## src/rtl/dbg_pkg.sv

```systemverilog
package dbg_pkg;
  localparam int OPW  = 8;
  localparam int ARGW = 32;

  localparam logic [3:0] CMD_SETBP  = 4'h1;
  localparam logic [3:0] CMD_SETCNT = 4'h2;
  localparam logic [3:0] CMD_GO     = 4'h3;
  localparam logic [3:0] CMD_RDHIST = 4'h4;
  localparam logic [3:0] CMD_RDSNAP = 4'h5;
  localparam logic [3:0] CMD_CLEAR  = 4'h6;
  localparam logic [3:0] CMD_RDBR   = 4'h7;

  localparam logic [1:0] CAUSE_NONE = 2'd0;
  localparam logic [1:0] CAUSE_BKPT = 2'd1;
  localparam logic [1:0] CAUSE_STEP = 2'd2;
endpackage

```

## src/rtl/dbg_serial_rx.sv

```systemverilog
module dbg_serial_rx #(
  parameter int OPW  = 8,
  parameter int ARGW = 32
) (
  input  logic            clk,
  input  logic            rst,
  input  logic            lnk_clk,
  input  logic            lnk_sel,
  input  logic            lnk_din,
  input  logic [ARGW-1:0] tx_data,
  output logic            lnk_dout,
  output logic [OPW-1:0]  op_code,
  output logic            cmd_fire,
  output logic [ARGW-1:0] cmd_arg
);
  localparam int TOT = OPW + ARGW;
  localparam int CW  = $clog2(TOT + 1);
  localparam logic [CW-1:0] OP_LAST = CW'(OPW - 1);
  localparam logic [CW-1:0] FR_LAST = CW'(TOT - 1);
  localparam logic [CW-1:0] OP_N    = CW'(OPW);

  logic [2:0]      s_clk;
  logic [1:0]      s_din, s_sel;
  logic            rise, op_ready;
  logic [CW-1:0]   bit_cnt;
  logic [ARGW-1:0] tx_sh;

  assign rise     = s_clk[1] & ~s_clk[2];
  assign lnk_dout = tx_sh[ARGW-1];

  // host signals are oversampled: two stages for metastability, one for the edge
  always_ff @(posedge clk) begin
    if (rst) begin
      s_clk <= '0;
      s_din <= '0;
      s_sel <= '0;
    end else begin
      s_clk <= {s_clk[1:0], lnk_clk};
      s_din <= {s_din[0], lnk_din};
      s_sel <= {s_sel[0], lnk_sel};
    end
  end

  always_ff @(posedge clk) begin
    if (rst) begin
      bit_cnt  <= '0;
      op_code  <= '0;
      cmd_arg  <= '0;
      tx_sh    <= '0;
      op_ready <= 1'b0;
      cmd_fire <= 1'b0;
    end else begin
      op_ready <= 1'b0;
      cmd_fire <= 1'b0;
      if (!s_sel[1]) begin
        bit_cnt <= '0;
      end else if (rise) begin
        if (bit_cnt < OP_N) begin
          op_code <= {op_code[OPW-2:0], s_din[1]};
          if (bit_cnt == OP_LAST) op_ready <= 1'b1;
        end else begin
          cmd_arg <= {cmd_arg[ARGW-2:0], s_din[1]};
          tx_sh   <= {tx_sh[ARGW-2:0], 1'b0};
          if (bit_cnt == FR_LAST) cmd_fire <= 1'b1;
        end
        bit_cnt <= (bit_cnt == FR_LAST) ? '0 : bit_cnt + 1'b1;
      end
      // read word is fetched once the command byte has settled
      if (op_ready) tx_sh <= tx_data;
    end
  end
endmodule

```

## src/rtl/dbg_hist.sv

```systemverilog
module dbg_hist #(
  parameter int W     = 32,
  parameter int DEPTH = 5,
  parameter int IW    = 4
) (
  input  logic          clk,
  input  logic          rst,
  input  logic          clr,
  input  logic          wr_en,
  input  logic [W-1:0]  wr_data,
  input  logic [IW-1:0] rd_idx,
  output logic [W-1:0]  rd_data
);
  localparam int PW = (DEPTH > 1) ? $clog2(DEPTH) : 1;
  localparam logic [PW-1:0] WP_LAST = PW'(DEPTH - 1);
  localparam logic [PW:0]   FULL    = (PW + 1)'(DEPTH);

  logic [W-1:0]  mem [DEPTH];
  logic [PW-1:0] wp;
  logic [PW:0]   fill;
  int            pos;

  always_ff @(posedge clk) begin
    if (wr_en) mem[wp] <= wr_data;
  end

  always_ff @(posedge clk) begin
    if (rst || clr) begin
      wp   <= '0;
      fill <= '0;
    end else if (wr_en) begin
      wp <= (wp == WP_LAST) ? '0 : wp + 1'b1;
      if (fill != FULL) fill <= fill + 1'b1;
    end
  end

  // oldest entry sits fill slots behind the write pointer
  always_comb begin
    pos = int'(wp) + DEPTH - int'(fill) + int'(rd_idx);
    if (pos >= DEPTH) pos = pos - DEPTH;
    rd_data = (int'(rd_idx) < int'(fill)) ? mem[pos[PW-1:0]] : '0;
  end
endmodule

```

## src/rtl/dbg_probe_unit.sv

```systemverilog
module dbg_probe_unit
  import dbg_pkg::*;
#(
  parameter int AW     = 32,
  parameter int DW     = 32,
  parameter int NSTG   = 4,
  parameter int HDEPTH = 5,
  parameter int BDEPTH = 2,
  parameter int CNTW   = 32
) (
  input  logic             clk,
  input  logic             rst,
  input  logic             lnk_clk,
  input  logic             lnk_sel,
  input  logic             lnk_din,
  output logic             lnk_dout,
  input  logic             ret_vld,
  input  logic [AW-1:0]    ret_pc,
  input  logic             ret_br,
  input  logic             mem_vld,
  input  logic [AW-1:0]    mem_addr,
  input  logic [NSTG*DW-1:0] stage_bus,
  output logic             halt_req,
  output logic [1:0]       halt_cause
);
  localparam int SW = (NSTG > 1) ? $clog2(NSTG) : 1;

  logic [OPW-1:0]  op_code;
  logic [3:0]      cmd, idx;
  logic            cmd_fire;
  logic [ARGW-1:0] cmd_arg, rd_word;
  logic            halted, bp_armed, step_armed;
  logic [AW-1:0]   bp_addr;
  logic [CNTW-1:0] step_cnt;
  logic [1:0]      cause;
  logic            bp_hit, step_end, halt_now, cap, clr;
  logic [AW-1:0]   hist_rd, br_rd;
  logic [DW-1:0]   snap [NSTG];

  assign cmd      = op_code[7:4];
  assign idx      = op_code[3:0];
  assign bp_hit   = !halted && bp_armed && mem_vld && (mem_addr == bp_addr);
  assign step_end = !halted && step_armed && ret_vld && (step_cnt == CNTW'(1));
  assign halt_now = bp_hit || step_end;
  assign cap      = ret_vld && !halted;
  assign clr      = cmd_fire && (cmd == CMD_CLEAR);

  assign halt_req   = halted;
  assign halt_cause = cause;

  dbg_serial_rx #(.OPW(OPW), .ARGW(ARGW)) u_rx (
    .clk(clk), .rst(rst), .lnk_clk(lnk_clk), .lnk_sel(lnk_sel),
    .lnk_din(lnk_din), .tx_data(rd_word), .lnk_dout(lnk_dout),
    .op_code(op_code), .cmd_fire(cmd_fire), .cmd_arg(cmd_arg)
  );

  dbg_hist #(.W(AW), .DEPTH(HDEPTH), .IW(4)) u_hist (
    .clk(clk), .rst(rst), .clr(clr), .wr_en(cap), .wr_data(ret_pc),
    .rd_idx(idx), .rd_data(hist_rd)
  );

  generate
    if (BDEPTH > 0) begin : g_br
      dbg_hist #(.W(AW), .DEPTH(BDEPTH), .IW(4)) u_br (
        .clk(clk), .rst(rst), .clr(clr), .wr_en(cap && ret_br),
        .wr_data(ret_pc), .rd_idx(idx), .rd_data(br_rd)
      );
    end else begin : g_no_br
      assign br_rd = '0;
    end
  endgenerate

  always_ff @(posedge clk) begin
    if (rst) begin
      halted     <= 1'b0;
      cause      <= CAUSE_NONE;
      bp_armed   <= 1'b0;
      bp_addr    <= '0;
      step_armed <= 1'b0;
      step_cnt   <= '0;
    end else begin
      if (halt_now) begin
        halted     <= 1'b1;
        cause      <= bp_hit ? CAUSE_BKPT : CAUSE_STEP;
        step_armed <= 1'b0;
      end else if (cap && step_armed) begin
        step_cnt <= step_cnt - 1'b1;
      end
      if (cmd_fire) begin
        case (cmd)
          CMD_SETBP: begin
            bp_addr  <= cmd_arg[AW-1:0];
            bp_armed <= 1'b1;
          end
          CMD_SETCNT: begin
            step_cnt   <= cmd_arg[CNTW-1:0];
            step_armed <= (cmd_arg[CNTW-1:0] != '0);
          end
          CMD_GO: begin
            halted <= 1'b0;
            cause  <= CAUSE_NONE;
          end
          CMD_CLEAR: begin
            bp_armed   <= 1'b0;
            step_armed <= 1'b0;
          end
          default: ;
        endcase
      end
    end
  end

  always_ff @(posedge clk) begin
    for (int k = 0; k < NSTG; k++) begin
      if (rst) snap[k] <= '0;
      else if (halt_now) snap[k] <= stage_bus[k*DW +: DW];
    end
  end

  always_comb begin
    case (cmd)
      CMD_RDHIST: rd_word = ARGW'(hist_rd);
      CMD_RDBR:   rd_word = ARGW'(br_rd);
      CMD_RDSNAP: rd_word = (int'(idx) < NSTG) ? ARGW'(snap[idx[SW-1:0]]) : '0;
      default:    rd_word = '0;
    endcase
  end
endmodule

```

## config.mk

```make
export PLATFORM = sky130hd
export DESIGN_NAME = dbg_probe_unit
export DESIGN_NICKNAME = d
export VERILOG_FILES = /design/src/rtl/dbg_pkg.sv /design/src/rtl/dbg_serial_rx.sv /design/src/rtl/dbg_hist.sv /design/src/rtl/dbg_probe_unit.sv
export SDC_FILE = /design/constraint.sdc
export NUM_CORES = 1
export LEC_CHECK = 0
export ABC_AREA = 1
export BUFFER_PORTS_ARGS = -buffer_cell sky130_fd_sc_hd__buf_2
export CORE_ASPECT_RATIO = 0.5
export CORE_MARGIN = 2
export CORE_UTILIZATION = 65
export DETAILED_ROUTE_END_ITERATION = 7
export HOLD_SLACK_MARGIN = 0.08
export MAX_ROUTING_LAYER = met4
export PLACE_DENSITY = 0.83
export SYNTH_ARGS = -nofsm -noshare
export SYNTH_HDL_FRONTEND = slang
export SYNTH_SLANG_ARGS = --single-unit
```

## constraint.sdc

```tcl
create_clock -name clk -period 7.65 [get_ports clk]
set_input_delay 1.53 -clock clk [delete_from_list [all_inputs] [get_ports clk]]
set_output_delay 1.53 -clock clk [all_outputs]
set_load 0.03 [all_outputs]
```

Word level (Yosys, flattened, before mapping). Memories as Yosys holds them, arrays and structs flattened. A register that Yosys moved wholly into a read port is not among the register bits. Cells that the tools add are included.

Word-level logic and storage cells: 138. Bits of input ports: 200. Bits in registers: 166. Output and inout port bits: 4. RAM bits: 352. Memories kept: 3.

Memory list: u_hist.mem (words 5, width 32, rd ports 1, clocked after memory_dff 0, wr ports 1, RTL line dbg_hist.sv:18) `logic [W-1:0] mem [DEPTH];`; snap (words 4, width 32, rd ports 1, clocked after memory_dff 1, wr ports 4, RTL line dbg_probe_unit.sv:38) `logic [DW-1:0] snap [NSTG];`; g_br.u_br.mem (words 2, width 32, rd ports 1, clocked after memory_dff 0, wr ports 1, RTL line dbg_hist.sv:18).

Reduce and logical (&&, ||, !) cells: 27. $lt $le $gt $ge: 6. $add $sub $neg: 14. Eq/ne operators: 15. Bitwise operators: 9. Multiplexer cells: 45.

Operators by type and width (count): $mux W32 (15); $pmux W32 S3 (1); $add A32 B5 Y32 (2); $eq A32 B1 Y1 const B (1); $eq A32 B32 Y1 (1); $ge A32 B3 Y1 const B (1); $ge A32 B4 Y1 const B (1); $reduce_bool A32 Y1 (1); $sub A32 B1 Y32 const B (1); $sub A32 B3 Y32 (1); $sub A32 B5 Y32 (1); $mux W1 (18); $eq A4 B3 Y1 const B (4); $mux W2 (6); $logic_and A1 B1 Y1 (10); $reduce_and A3 Y1 (3); $eq A4 B2 Y1 const B (2); $reduce_and A2 Y1 (4); $reduce_or A4 Y1 (2); $add A6 B1 Y6 const B (1); $eq A6 B3 Y1 const B (1); $eq A6 B6 Y1 const B (1); $lt A6 B4 Y1 const B (1); $mux W3 (2); other kinds (25) (35).

Depth between registers and ports, before layout.
Word-level depth: 9. Mapped depth: 26. Gate-level depth less buffers: 25.

Hierarchy. From an unflattened synthesis, not the netlist that was laid out.

Cell total of the unflattened synthesis: 3120. Area, all modules: 26748.2 sq um.

By module, submodules not included: dbg_probe_unit (seq. area each 5225.0 sq um, area an instance 12504.5 sq um, times used 1, cells an instance 1656); dbg_hist at u_hist (seq. area each 4944.7 sq um, area an instance 7634.8 sq um, times used 1, cells an instance 692); dbg_serial_rx (seq. area each 1741.7 sq um, area an instance 3763.6 sq um, times used 1, cells an instance 499); dbg_hist at g_br.u_br (seq. area each 1981.9 sq um, area an instance 2845.2 sq um, times used 1, cells an instance 273).

Least setup slack after synthesis. No wires, ideal clock.

Path type: input -> register. From: in mem_addr[12]. To: mem snap[0][0], enable pin. Arrival: 4.619 ns. Path buffers: 1. Slack: 1.911 ns. Stages on the path: 11. Cells stage by stage: inv_1 -> or2_2 -> nand3_1 -> nor2_1 -> nand4_1 -> nor2_1 -> nand3b_1 -> nand2_2 -> inv_2 -> buf_2 -> nand2_1.

RTL lines: from (decl) (RTL line dbg_probe_unit.sv:21) `input logic [AW-1:0] mem_addr,`; to (decl) (RTL line dbg_probe_unit.sv:38).

==> key figures <==
Run status
  – Run status: finished clean

Synth
  – Adder-Cell Fraction of Synth Area: 0.01321
  – FFs w/ async S/R, synth: 0
  – Ys flop type: edfxtp_1
  – Post-synthesis compound-gate area fraction: 0.1152
  – Area of the mapped netlist: approximately 25,000 um2
  – Post-synthesis sequential area ratio: 0.5572
  – Mux cell area share after synthesis: 0
  – Post-Synth XOR/XNOR Area: 0.01926
  – Synth Area per Inst: 9.272 um2
  – Number of synthesized flops with an enable pin: between 300 and 400
  – Gate Count Post-Synth: 2,697
  – Synth Warn #: 0
  – Syn_nets: 2,921
  – Yosys reg bits: 520
  – Yosys cell types: 47
  – Synth Area in Simple Gates: 0.2047
  – Largest family of logic cells by synthesized area: simple AND/OR/NAND/NOR gates

CTS
  – CTS H-tree depth: 2
  – Longest Clk Path Bufs: 3
  – TritonCTS Buffers: 44
  – Sink Count: 520
  – Clock latency at the later pin of the worst-skew pair: between 0.5 and 0.6 ns
  – Setup Fix Bufs, Post-CTS: 0
  – Root buf cell: clkbuf_16
  – CTS tree: done
  – CTS Hold Bufs: 0
  – Resized Gates After CTS: 0
  – Worst-path clk slew: around 0.06 ns

Worst setup path
  – CP max stage delay: between 0.9 and 1 ns
  – Crit-path slowest cell: buf_4
  – RR Endpoint: u_rx.tx_sh[19]
  – Crit Path Class: input pin to flip-flop
  – Crit. Startpoint: ret_vld
  – R2r worst-path depth: 23
  – Reg2Reg Launch Point: u_hist.wp[1]
  – R2R setup slack: 2.74 ns
  – CP endpoint: snap[0][27]
  – CP Max Fanout: 48
  – CP arrival: 5.55 ns
  – Crit start category: input pin
  – CP Cell Sequence: buf_2, nand2_1, inv_1, nand2_1, inv_1, nand3_1, o21ai_1, nand2_4, buf_4, nor2_1
  – Critical Path RT: approximately 7.9 ns
  – Worst setup EP type: flip-flop

Pwr
  – Int Pwr: between 4 and 5 mW
  – Switching power: 1.902 mW
  – Worst VDD drop: roughly 0.19 mV
  – Clock power share: 0.341
  – Sequential power share: 0.481
  – Pwr Density: 233.3 nW/um2
  – Pleak: 11.54 nW
  – Switch share: 0.2960
  – Logic gate share of total power: 0.178

Floorplan
  – Core Rows: 50
  – Die area: 40,150 um2
  – Die X: 281.4 um
  – I/O pin total: 204
  – Core Region: about 38,000 um2
  – Initial Utilization: 0.6640
  – Die height: 142.7 um

Detailed routing
  – DRT Pass-1 Iters: 6
  – # DRC: 0
  – Met1 wire length: 25,050 um
  – Vias per cell: between 5 and 6
  – Highest metal used: met4
  – Vias: 19,827
  – DR iter-0 viols: 2,379
  – Post-Route WL: 64,820 um
  – Met3 routed WL: 6693 um
  – Routed len/inst: approximately 19 um
  – Met2 Wirelength: 31,120 um
  – Antenna Nets Post-Route: 0

GRT
  – GRT overflow: 0
  – Antenna violations before repair: 4
  – Number of global-route vias before repair: about 19,000
  – Global-route wire length before repair: 99,960 um
  – Largest net degree at the start of global routing: roughly 110
  – Total GRT Usage: 0.3305

Finish
  – Most common cell after layout, fill and taps aside: nand2_1
  – Share of layout cells above drive strength 1: 0.1519
  – Final Instance Count excl. Fillers: 3,387
  – Commonest non-fill, non-tap cells in the layout: nand2_1, inv_1, edfxtp_1
  – Layout Nets: 3,054
  – Area grow syn2layout: 10.11%

Flow run
  – Max-Cap Viols: 0

Placed design
  – Placed insts: 3,304
  – Final HPWL from detailed placement: about 40,000 um
  – Routability Congestion: around 0.95
  – Port Buf Inserts: 203

STA
  – Final period utilization: 0.6873
  – Worst slew slack as a fraction of its limit: 0.1820
  – Final hold violation count: 0
  – Setup Skew: 0.03390 ns
  – Final Max Slew Viols: 0
  – # setup viols final: 0
  – Fin Setup TNS: 0 ns
  – Period minus WS final: approximately 5.3 ns
  – Fmax: 0.1902 GHz
  – Worst slew pin tran: between 1 and 1.5 ns
  – RSZ-0062 raised after global routing: false

Hold path
  – Type of the tightest min-delay check: flip-flop to flip-flop
  – Min-delay src: u_rx.s_clk[0]
==> power by group through the flow <==
stage	Clock [mW]	Sequential, mW	Combinational (mW)
after floorplan	0	3.15	0.770
after global placement	0	3.14	1.07
after detailed placement	0	3.15	1.11
after CTS	2.20	3.09	1.12
after global routing	2.31	3.09	1.23
final	2.19	3.09	1.15
==> Yosys cell counts, drive strengths merged, types with 12 or more instances <==
| cell | n | area [um2] |
|---|---|---|
| ha | 20 | 250.2 |
| o22ai | 58 | 362.9 |
| a21oi | 139 | 695.7 |
| xnor2 | 16 | 140.1 |
| buf | 62 | 496.7 |
| inv | 392 | 1471 |
| xor2 | 39 | 341.6 |
| nand2 | 397 | 1544 |
| nand3 | 209 | 1064 |
| clkbuf | 77 | 289.0 |
| edfxtp | 352 | 10570 |
| nor4 | 12 | 81.33 |
| o21ai | 321 | 1633 |
| dfxtp | 168 | 3363 |
| nand4 | 19 | 133.9 |
| nor3 | 19 | 95.09 |
| nor2 | 350 | 2082 |
| o211ai | 16 | 120.1 |
==> metrics by stage <==
stage | total power, mW | util | area (um2) | hold slack (ns) | setup WS (ns)
4_1_cts | 6.405 | 0.7309 | 27530 | 0.4125 | 2.472
5_1_grt | 6.626 | 0.7311 | 27540 | 0.4192 | 2.059
3_3_place_gp | 4.211 | 0.6947 | 26160 | 0.3975 | 2.050
2_1_floorplan | 3.918 | - | 25010 | 0.3883 | 1.911
6_report | 6.425 | 0.7311 | 27540 | 0.4076 | 2.392
3_5_place_dp | 4.254 | 0.6947 | 26160 | 0.3991 | 1.865
==> how the worst min path moves through the flow <==
stage | endpoint | cells after the start
after floorplan | u_rx.s_clk[1] | 2
after CTS | u_rx.s_din[1] | 2
after global placement | u_rx.s_sel[1] | 2
after global routing | u_rx.s_clk[1] | 2
final | u_rx.s_clk[1] | 2
after detailed placement | u_rx.s_din[1] | 2
==> critical path, delay by kind of cell <==
family | cells | cell delay (ns)
buffers and inverters | 4 | 1.88
and+or+nand+nor | 5 | 1.79
AOI/OAI and AO/OA | 1 | 0.22
==> state kept, by name, indices dropped and copies added, names as in the netlist, named ones only <==
name            count
g_br.u_br.wp        1
bp_armed            1
u_rx.s_clk          3
u_rx.s_sel          2
u_rx.cmd_arg       32
halt_req            1
u_hist.wp           3
step_cnt           32
u_rx.op_code        8
u_rx.tx_sh         32
bp_addr            32
u_hist.fill         4
u_rx.bit_cnt        6
u_hist.mem        160
snap              128
u_rx.cmd_fire       1
g_br.u_br.mem      64
halt_cause          2
u_rx.op_ready       1
step_armed          1
g_br.u_br.fill      2
u_rx.s_din          2
==> cell families after synthesis <==
kind of cell	count (synthesis)
and+or+nand+nor	1023
AOI/OAI and AO/OA	543
buffers and inverters	532
DFF	520
xor gates and xnor gates	55
adders and majority gates	24
==> layer usage <==
| metal | GRT usage | vias up |
|---|---|---|
| met5 | - | - |
| met4 | 0.1125 | 0 |
| met3 | 0.06021 | 158 |
| met2 | 0.5437 | 1152 |
| met1 | 0.4169 | 9306 |
| li1 | - | 9211 |
==> layout make-up <==
| type | instances | area [um2] |
|---|---|---|
| clock inverters | 20 | 153.9 |
| repair buffers | 226 | 1201 |
| flip-flops and latches | 520 | 13930 |
| clock buffers | 60 | 1211 |
| multi-input cells | 1645 | 8901 |
| fillers | 2664 | 10130 |
| diodes | 3 | 7.507 |
| well taps | 520 | 650.6 |
| inverters | 393 | 1475 |
Power figures use the tool's default switching activity.
